==> src/rtl/can_arb_pkg.sv <==
// Shared constants and types for the CAN arbitration unit.
// Assumes the classic frame layout: 11 base identifier bits and 18 extension bits.
package can_arb_pkg;
    localparam int BASE_ID_BITS = 11;
    localparam int EXT_ID_BITS  = 18;

    typedef enum logic [2:0] {
        ARB_IDLE,
        ARB_RUN,
        ARB_WON,
        ARB_LOST,
        ARB_BITERR
    } arb_state_e;

    typedef enum logic [1:0] {
        CMP_MATCH,
        CMP_LOST,
        CMP_BITERR
    } cmp_verdict_e;
endpackage

==> src/rtl/can_arb_field.sv <==
// Builds the arbitration field as a vector indexed by position (0 = start bit).
// Assumes: the identifier is right aligned, with the standard identifier in the
// low BASE_W bits. Unused positions of a standard frame are padded recessive.
module can_arb_field #(
    parameter int BASE_W = 11,
    parameter int EXT_W  = 18,
    localparam int ID_W  = BASE_W + EXT_W,
    localparam int FLD_W = BASE_W + EXT_W + 4,
    localparam int POS_W = $clog2(FLD_W)
) (
    input  logic [ID_W-1:0]  id,
    input  logic             ext,
    input  logic             rtr,
    output logic [FLD_W-1:0] field,
    output logic [POS_W-1:0] last_pos
);
    localparam int STD_LAST = BASE_W + 1;
    localparam int EXT_LAST = FLD_W - 1;

    logic [FLD_W-1:0] std_vec;
    logic [FLD_W-1:0] ext_vec;

    // Start bits and the base identifier, MSB first, for both formats.
    assign std_vec[0] = 1'b0;
    assign ext_vec[0] = 1'b0;
    for (genvar i = 0; i < BASE_W; i++) begin : g_base
        assign std_vec[1+i] = id[BASE_W-1-i];
        assign ext_vec[1+i] = id[ID_W-1-i];
    end

    // Standard tail: remote bit, then recessive padding.
    assign std_vec[STD_LAST] = rtr;
    for (genvar k = STD_LAST + 1; k < FLD_W; k++) begin : g_pad
        assign std_vec[k] = 1'b1;
    end

    // Extended tail: two recessive format bits, extension bits, remote bit.
    assign ext_vec[BASE_W+1] = 1'b1;
    assign ext_vec[BASE_W+2] = 1'b1;
    for (genvar j = 0; j < EXT_W; j++) begin : g_ext
        assign ext_vec[BASE_W+3+j] = id[EXT_W-1-j];
    end
    assign ext_vec[EXT_LAST] = rtr;

    // Select the format.
    always_comb begin
        field    = ext ? ext_vec : std_vec;
        last_pos = ext ? POS_W'(EXT_LAST) : POS_W'(STD_LAST);
    end
endmodule

==> src/rtl/can_arb_judge.sv <==
// Compares the driven level with the level read back at a sample point.
// Assumes a wired-AND bus with 0 dominant.
module can_arb_judge
    import can_arb_pkg::*;
(
    input  logic         driven,
    input  logic         sensed,
    output cmp_verdict_e verdict
);
    // Classify the pair of levels.
    always_comb begin
        if (driven == sensed)
            verdict = CMP_MATCH;
        else if (driven)
            verdict = CMP_LOST;
        else
            verdict = CMP_BITERR;
    end
endmodule

==> src/rtl/can_arb_ctrl.sv <==
// Sequencer: captures the field at sync, steps through the positions on the
// advance strobes, and settles on won, lost or bit error.
// Assumes the strobes are one cycle wide. A sample in the same cycle as an
// advance is judged first, and a sync overrides both.
module can_arb_ctrl
    import can_arb_pkg::*;
#(
    parameter int FLD_W = 33,
    localparam int POS_W = $clog2(FLD_W)
) (
    input  logic             clk,
    input  logic             rst_n,
    input  logic             sof_sync,
    input  logic             sample_stb,
    input  logic             advance_stb,
    input  logic [FLD_W-1:0] field_in,
    input  logic [POS_W-1:0] last_in,
    input  cmp_verdict_e     verdict,
    output logic             drive_bit,
    output logic             in_arb,
    output logic [POS_W-1:0] bit_pos,
    output logic [POS_W-1:0] lost_pos,
    output arb_state_e       state
);
    logic [FLD_W-1:0] field_q;
    logic [POS_W-1:0] last_q;

    // State, position counter and captured field.
    always_ff @(posedge clk) begin
        if (!rst_n) begin
            state    <= ARB_IDLE;
            bit_pos  <= '0;
            field_q  <= '1;
            last_q   <= '0;
            lost_pos <= '0;
        end else if (sof_sync) begin
            state    <= ARB_RUN;
            bit_pos  <= '0;
            field_q  <= field_in;
            last_q   <= last_in;
            lost_pos <= '0;
        end else if (state == ARB_RUN) begin
            if (sample_stb && verdict == CMP_LOST) begin
                state    <= ARB_LOST;
                lost_pos <= bit_pos;
            end else if (sample_stb && verdict == CMP_BITERR) begin
                state <= ARB_BITERR;
            end else if (advance_stb) begin
                if (bit_pos == last_q)
                    state <= ARB_WON;
                else
                    bit_pos <= bit_pos + 1'b1;
            end
        end
    end

    // Drive the current field bit while contending, otherwise release.
    always_comb begin
        in_arb    = (state == ARB_RUN);
        drive_bit = in_arb ? field_q[bit_pos] : 1'b1;
    end
endmodule

==> src/rtl/can_arb_unit.sv <==
// Top level of the CAN arbitration unit: field builder, level judge and
// sequencer. tx is recessive whenever the unit is not contending.
// Assumes rx is already synchronised to clk.
module can_arb_unit
    import can_arb_pkg::*;
#(
    parameter int BASE_W = BASE_ID_BITS,
    parameter int EXT_W  = EXT_ID_BITS,
    localparam int ID_W  = BASE_W + EXT_W,
    localparam int FLD_W = BASE_W + EXT_W + 4,
    localparam int POS_W = $clog2(FLD_W)
) (
    input  logic            clk,
    input  logic            rst_n,
    input  logic            sof_sync,
    input  logic            sample_stb,
    input  logic            advance_stb,
    input  logic [ID_W-1:0] tx_id,
    input  logic            tx_ext,
    input  logic            tx_rtr,
    input  logic            rx,
    output logic            tx,
    output logic            arb_won,
    output logic            arb_lost,
    output logic [POS_W-1:0] lost_pos,
    output logic            bit_err
);
    logic [FLD_W-1:0] field_w;
    logic [POS_W-1:0] last_w;
    logic             drive_bit;
    logic             in_arb;
    logic [POS_W-1:0] bit_pos;
    cmp_verdict_e     verdict;
    arb_state_e       state;

    can_arb_field #(.BASE_W(BASE_W), .EXT_W(EXT_W)) u_field (
        .id       (tx_id),
        .ext      (tx_ext),
        .rtr      (tx_rtr),
        .field    (field_w),
        .last_pos (last_w)
    );

    can_arb_judge u_judge (
        .driven  (drive_bit),
        .sensed  (rx),
        .verdict (verdict)
    );

    can_arb_ctrl #(.FLD_W(FLD_W)) u_ctrl (
        .clk         (clk),
        .rst_n       (rst_n),
        .sof_sync    (sof_sync),
        .sample_stb  (sample_stb),
        .advance_stb (advance_stb),
        .field_in    (field_w),
        .last_in     (last_w),
        .verdict     (verdict),
        .drive_bit   (drive_bit),
        .in_arb      (in_arb),
        .bit_pos     (bit_pos),
        .lost_pos    (lost_pos),
        .state       (state)
    );

    // Decode the result flags from the settled state.
    always_comb begin
        tx       = drive_bit;
        arb_won  = (state == ARB_WON);
        arb_lost = (state == ARB_LOST);
        bit_err  = (state == ARB_BITERR);
    end
endmodule

==> config.mk <==
export PLATFORM = sky130hd
export DESIGN_NAME = can_arb_unit
export DESIGN_NICKNAME = d
export VERILOG_FILES = /design/src/rtl/can_arb_pkg.sv /design/src/rtl/can_arb_field.sv /design/src/rtl/can_arb_judge.sv /design/src/rtl/can_arb_ctrl.sv /design/src/rtl/can_arb_unit.sv
export SDC_FILE = /design/constraint.sdc
export NUM_CORES = 1
export LEC_CHECK = 0
export BUFFER_PORTS_ARGS = -buffer_cell sky130_fd_sc_hd__buf_2
export CORE_MARGIN = 5
export CORE_UTILIZATION = 49
export CTS_BUF_LIST = sky130_fd_sc_hd__clkbuf_4 sky130_fd_sc_hd__clkbuf_8 sky130_fd_sc_hd__clkbuf_16
export CTS_CLUSTER_DIAMETER = 60
export DETAILED_ROUTE_END_ITERATION = 6
export PLACE_DENSITY = 0.72
export REMOVE_ABC_BUFFERS = 1
export SLEW_MARGIN = 20
export SYNTH_ARGS = -nofsm -noshare
export SYNTH_HDL_FRONTEND = slang
export SYNTH_SLANG_ARGS = --single-unit
export TNS_END_PERCENT = 50
==> constraint.sdc <==
create_clock -name clk -period 2 [get_ports clk]
set_input_delay 0.2 -clock clk [delete_from_list [all_inputs] [get_ports clk]]
set_output_delay 0.2 -clock clk [all_outputs]
set_load 0.01 [all_outputs]
; ---- Word level (Yosys, flattened, before mapping)
; Index checks and enable logic that the tools add are counted.
[word_totals]
regBits = 54
output_inout_bits = 10
[op_classes]
muxes = 13
n_addsub = 1
n_eq_ne = 8
n_reduce_logical = 12
magnitude_cmp = 1
bitwise = 4
[op_table]
columns = operator, count
row1 = $mux 33, 1
row2 = $mux 3, 4
row3 = $reduce_bool 4->1, 2
row4 = $lt 6x7->1 const B, 1
row5 = $add 6x1->6 const B, 1
row6 = $bmux 1 s6, 1
row7 = $eq 3x2->1 const B, 2
row8 = $eq 6x6->1, 1
row9 = $mux 6, 1
row10 = $reduce_and 3->1, 2
row11 = $reduce_bool 3->1, 2
row12 = $reduce_and 5->1, 1
row13 = $mux 1, 4
row14 = $mux 2, 2
row15 = $not 1->1, 4
row16 = $eq 3x1->1 const B, 1
row17 = $eq 3x3->1 const B, 1
row18 = $eq 2x1->1 const B, 1
row19 = $eq 2x2->1 const B, 1
row20 = $logic_and 1x1->1, 2
row21 = $reduce_and 2->1, 1
row22 = $reduce_bool 2->1, 1
row23 = $reduce_or 2->1, 1
row24 = $eq 1x1->1, 1

; ---- Longest topological paths before layout
[depth]
ltp_word = 11
ltp_mapped = 9
ltp_nobuf = 7

; ---- Hierarchy
; A second synthesis with hierarchy kept.
[unflattened]
hier_cells = 291
area_unflattened_um2 = 2845.2
[by_module_without_submodules]
columns = mod, n_inst, seq_area_each_um2, area_each_um2, cells_per_inst
row1 = can_arb_ctrl, 1, 1081.0, 2437.3, 242
row2 = can_arb_field, 1, 0.0, 367.9, 44
row3 = can_arb_unit, 1, 0.0, 25.0, 3
row4 = can_arb_judge, 1, 0.0, 15.0, 2

; ---- Least setup slack after synthesis
; OpenSTA, ideal clock, no wires.
[synth_timing]
path_type = register to register
startpoint = register u_ctrl.bit_pos[0]
endpoint = register u_ctrl.state[0]
path_buffers = 1
stages_incl_launch_ff = 9
period_less_slack_ns = 2.194
slack_ns = -0.194
t_arrival_ns = 2.080
path_cell_list = dfxtp_1 -> buf_6 -> mux4_2 -> mux2i_1 -> nor3_1 -> a211oi_4 -> nor3_4 -> a211o_1 -> o21a_1
[synth_via]
elab_chain_len = 11
word_cells_on_any_way = 18
cone_classes = 4 x eq/ne / 9 x mux / 5 x reduce/logical
[synth_rtl]
columns = item, line_no
row1 = "start, declared", can_arb_ctrl.sv:21  ; output logic [POS_W-1:0] bit_pos,
row2 = "start signal, assigned", can_arb_ctrl.sv:52  ; bit_pos <= bit_pos + 1'b1;
row3 = $bmux 1 s6, can_arb_ctrl.sv:60  ; drive_bit = in_arb ? field_q[bit_pos] : 1'b1;
row4 = $mux 1 (not written as such), can_arb_ctrl.sv:60
row5 = $mux 1, can_arb_ctrl.sv:60
row6 = $mux 2 or $eq 1x1->1 (tied branches), "can_arb_judge.sv:14, can_arb_judge.sv:12"
row7 = $mux 2, can_arb_judge.sv:12  ; if (driven == sensed)
row8 = $eq 2x2->1, can_arb_ctrl.sv:46  ; end else if (sample_stb && verdict == CMP_BITERR) begin
row9 = $logic_and 1x1->1, can_arb_ctrl.sv:46
row10 = $mux 3, can_arb_ctrl.sv:46
row11 = $mux 3, can_arb_ctrl.sv:43  ; if (sample_stb && verdict == CMP_LOST) begin
row12 = $mux 1, can_arb_ctrl.sv:42  ; end else if (state == ARB_RUN) begin
row13 = $mux 1, can_arb_ctrl.sv:36  ; end else if (sof_sync) begin
row14 = "end signal, assigned", can_arb_ctrl.sv:37  ; state <= ARB_RUN;
row15 = "end signal, assigned", can_arb_ctrl.sv:44  ; state <= ARB_LOST;
row16 = "end signal, assigned", can_arb_ctrl.sv:47  ; state <= ARB_BITERR;
row17 = "end, declared", can_arb_ctrl.sv:23  ; output arb_state_e state
; Several ways; a longest one is shown, not always the timed one. The select of a mux whose other input is x is not followed.
; A chain may end at the register's enable or synchronous reset.

; ---- Worst setup path in the final report
[layout_timing]
startpoint = register u_ctrl.bit_pos[0]
endpoint = output port tx
[layout_via]
elab_chain_len = 3
[layout_rtl]
columns = item, line_no
row1 = $bmux 1 s6, can_arb_ctrl.sv:60
row2 = $mux 1 (not written as such), can_arb_ctrl.sv:60
row3 = $mux 1, can_arb_ctrl.sv:60
row4 = "end, declared", can_arb_unit.sv:22  ; output logic tx,
; Every way passes these cells. The select of a mux whose other input is x is not followed.

==> impl_results.md <==
* H-tree levels at 2
* Ys async rst share at 0%
* Rows at 25
* # fillers at 439
* Tot GR Track Use at 20.0%
* CTS clock-pin slew for the worst setup and hold paths at 90 ps
* Detailed Routing Iterations Pass 1 at 4
* Slew Limit Fails at 0
* WS Path Type: flop to primary output
* Share of cells above drive strength 1 at 34.8%
* Yosys cell types at 44
* Hold path depth at 3
* Nets at 374
* Post-DRT Antenna Nets at 0
* Busiest grt layer: met2
* Violated checks: setup timing
* CP startpoint kind: flop
* VDD IR-drop max at 386 uV
* Setup crit end kind: primary output
* Max_cap viols at 0
* Final Cycle Share at 112%
* CP Data Arrival Time at 2040 ps
* Hold Path Class: input port to flop
* Pre-CTS setup slack at -374 ps
* Area growth syn-to-layout at 26.6%
* Pwr/cell area at 670 nW/um2
* Detailed Route Iter0 Violations at 158
* Synthesized flop and latch total at 49
* Met2 Usage GRT at 33.7%
* Die ar. at 6440 um2
* CP Max Fanout at 5
* Die Wd at 80.3 um
* Number of global-route vias before repair at 2147
* CTS tree: yes
* Worst min-delay path startpoint: tx_id[12]
* Fmax achieved at 446 MHz
* Req. time, crit path at 1800 ps
* Total power at 2.05 mW
* Vias per Instance at 5.39
* Cells after synthesis at 269
* Largest net degree at the start of global routing at 33
* Worst-Margin Slew at 556 ps
* Worst R2R Setup Slack at -200 ps
* Core area at 4750 um2
* Final Non-Filler Cells at 403
* Post-layout min period at 2240 ps
* WL per Instance at 14.8 um
* Congestion Overflow GR at 0
* Root buffer cell: clkbuf_8
* Final hold viol count at 0
* Met1 Track Usage GR at 25.0%
* Setup WS post-layout at -243 ps
* # diodes at 0
* Post-DP HPWL at 4350 um
* Top FF cell, synth: dfxtp_1
* P_leak at 1.23 nW
* End of the worst register-to-register path: u_ctrl.bit_pos[2]
* Clk Latency, worst-skew pair at 300 ps
* Via count at 2173
* CTS Buf Count at 5
* Syn avg cell area at 9.00 um2
* Post-synth EDFFs at 0
* Inst Count DP at 394
* R2R cell count at 7
* TritonCTS Sinks at 49
* Setup-failing EPs final at 15
* Synthesis Warnings at 0
* Synth top area cells: dfxtp_1 (41%), mux2i_1 (9.5%), nand2_1 (8.2%), mux4_2 (5.6%), o22ai_1 (5.2%)
* Area share of the largest cell type after synthesis at 40.5%
* Register area share after synthesis at 40.5%
* Post-Syn Area at 2420 um2
* Final wirelength at 5960 um
* Largest area contributor in the netlist: dfxtp_1
* Met3 Use GR at 4.37%
* Worst slew margin at 62.9%
* First-pass GRT wire length at 10000 um
* CTS max path bufs at 2
* Skew final at 6.22 ps
* Status: finished, violations left
* # IOs at 47
* Unrepaired setup endpoints after global routing: true
* RR Startpoint: u_ctrl.bit_pos[0]
* # port buffers at 46
* Starting Density at 50.9%
* Gp weighted congestion at 0.866
* Chip Height at 80.3 um
* Hold Crit Endpoint: u_ctrl.field_q[19]
* Drc violations at 0
* Initial antenna violation count at 0
-- metrics by stage --
step | hold slack [ps] | instance area [um2] | TNS (ps) | utilization, %
2_1_floorplan | 262 | 2310 | -3730 | -
3_3_place_gp | 421 | 2880 | -4010 | 60.6
3_5_place_dp | 426 | 2880 | -4790 | 60.6
4_1_cts | 113 | 3050 | -2070 | 64.1
5_1_grt | 123 | 3060 | -4670 | 64.4
6_report | 115 | 3060 | -2540 | 64.4
-- cells by family (layout without fill, tap and decap cells) --
| kind of cell | after synthesis | count (layout) | synth area share, % |
|---|---|---|---|
| compound gates | 58 | 58 | 16.5 |
| xor+xnor | 1 | 1 | 0.362 |
| fa+ha+maj | 2 | 2 | 1.03 |
| buf+inv | 31 | 98 | 5.95 |
| flops | 49 | 49 | 40.5 |
| mux | 31 | 31 | 16.2 |
| simple gates | 97 | 97 | 19.4 |
-- power by group --
group	internal, mW	switching (mW)	total (mW)
combinational	0.131	0.138	0.269
sequential	1.01	0.0250	1.04
clock	0.421	0.326	0.747
total	1.56	0.489	2.05
-- layout by cell type, fill, tap and decap left out, types with 4 or more instances in the layout --
master	instances
buf_2	46
nor3_2	4
nor3_1	4
buf_4	32
a21oi_1	7
nand2b_1	8
nor2_1	10
nand2_1	52
dfxtp_1	45
inv_1	9
clkbuf_8	6
mux2i_1	22
o21ai_0	14
nor2b_1	4
o22ai_1	19
mux4_2	6
-- critical path, cell delays in order, from the launching register on --
cell      delay, ps
dfxtp_4         400
mux4_2          510
mux2i_2         210
nor3_2           80
a211oi_4        300
nand2_1          80
buf_2           140
-- registers in the layout (all words and copies together) (netlist names) --
register and cells:
u_ctrl.bit_pos 6, u_ctrl.lost_pos 6, u_ctrl.last_q 2, u_ctrl.state 3, u_ctrl.field_q 32
-- repair_timing --
item / 4_1_cts / 5_1_grt
pin swaps: 7 / 4
hold buffers: 0 / 0
endpoints found under the setup margin: 16 / 16
buffers inserted: 1 / 0
resized for setup: 10 / 5
-- layout make-up --
type                            instances  area (um2)  area share, %
Timing Repair Buffer                   81         504           16.5
Tap cell                               67        83.8           2.74
Inverter                                9        33.8           1.10
Sequential cell                        49         988           32.3
Multi-Input combinational cell        189        1330           43.5
Clock inverter                          1        30.0          0.980
Clock buffer                            7        90.1           2.94
-- synth_stat cells (all sizes together), types with 2 or more instances --
master and number:
nor2 10, dfxtp 49, clkbuf 12, ha 2
nor3b 2, mux2i 23, and3 2, buf 10
nand2 53, a211oi 3, mux2 2, mux4 6
o22ai 20, nor3 9, a21oi 7, inv 9
nand4 2, or3 3, nor2b 4, o2111ai 2
nand3 2, o21ai 18, nand2b 8
-- worst max-delay path by stage --
stage | from | end | slack (ps) | cells past startpoint
global placement | u_ctrl.bit_pos[0] | u_ctrl.bit_pos[0] | -330 | 7
CTS | u_ctrl.bit_pos[0] | tx | -220 | 6
detailed placement | u_ctrl.bit_pos[0] | u_ctrl.bit_pos[1] | -370 | 7
finish | u_ctrl.bit_pos[0] | tx | -240 | 6
global route | u_ctrl.bit_pos[0] | tx | -390 | 6
floorplan | u_ctrl.bit_pos[0] | u_ctrl.state[0] | -400 | 7
-- layer usage --
layer | part of all wire (%) | vias to the layer above
li1 | - | 1079
met1 | 44 | 1014
met2 | 48 | 68
met3 | 6.1 | 12
met4 | 2.1 | 0
met5 | 0 | -
(Power assumes the default switching activity.)
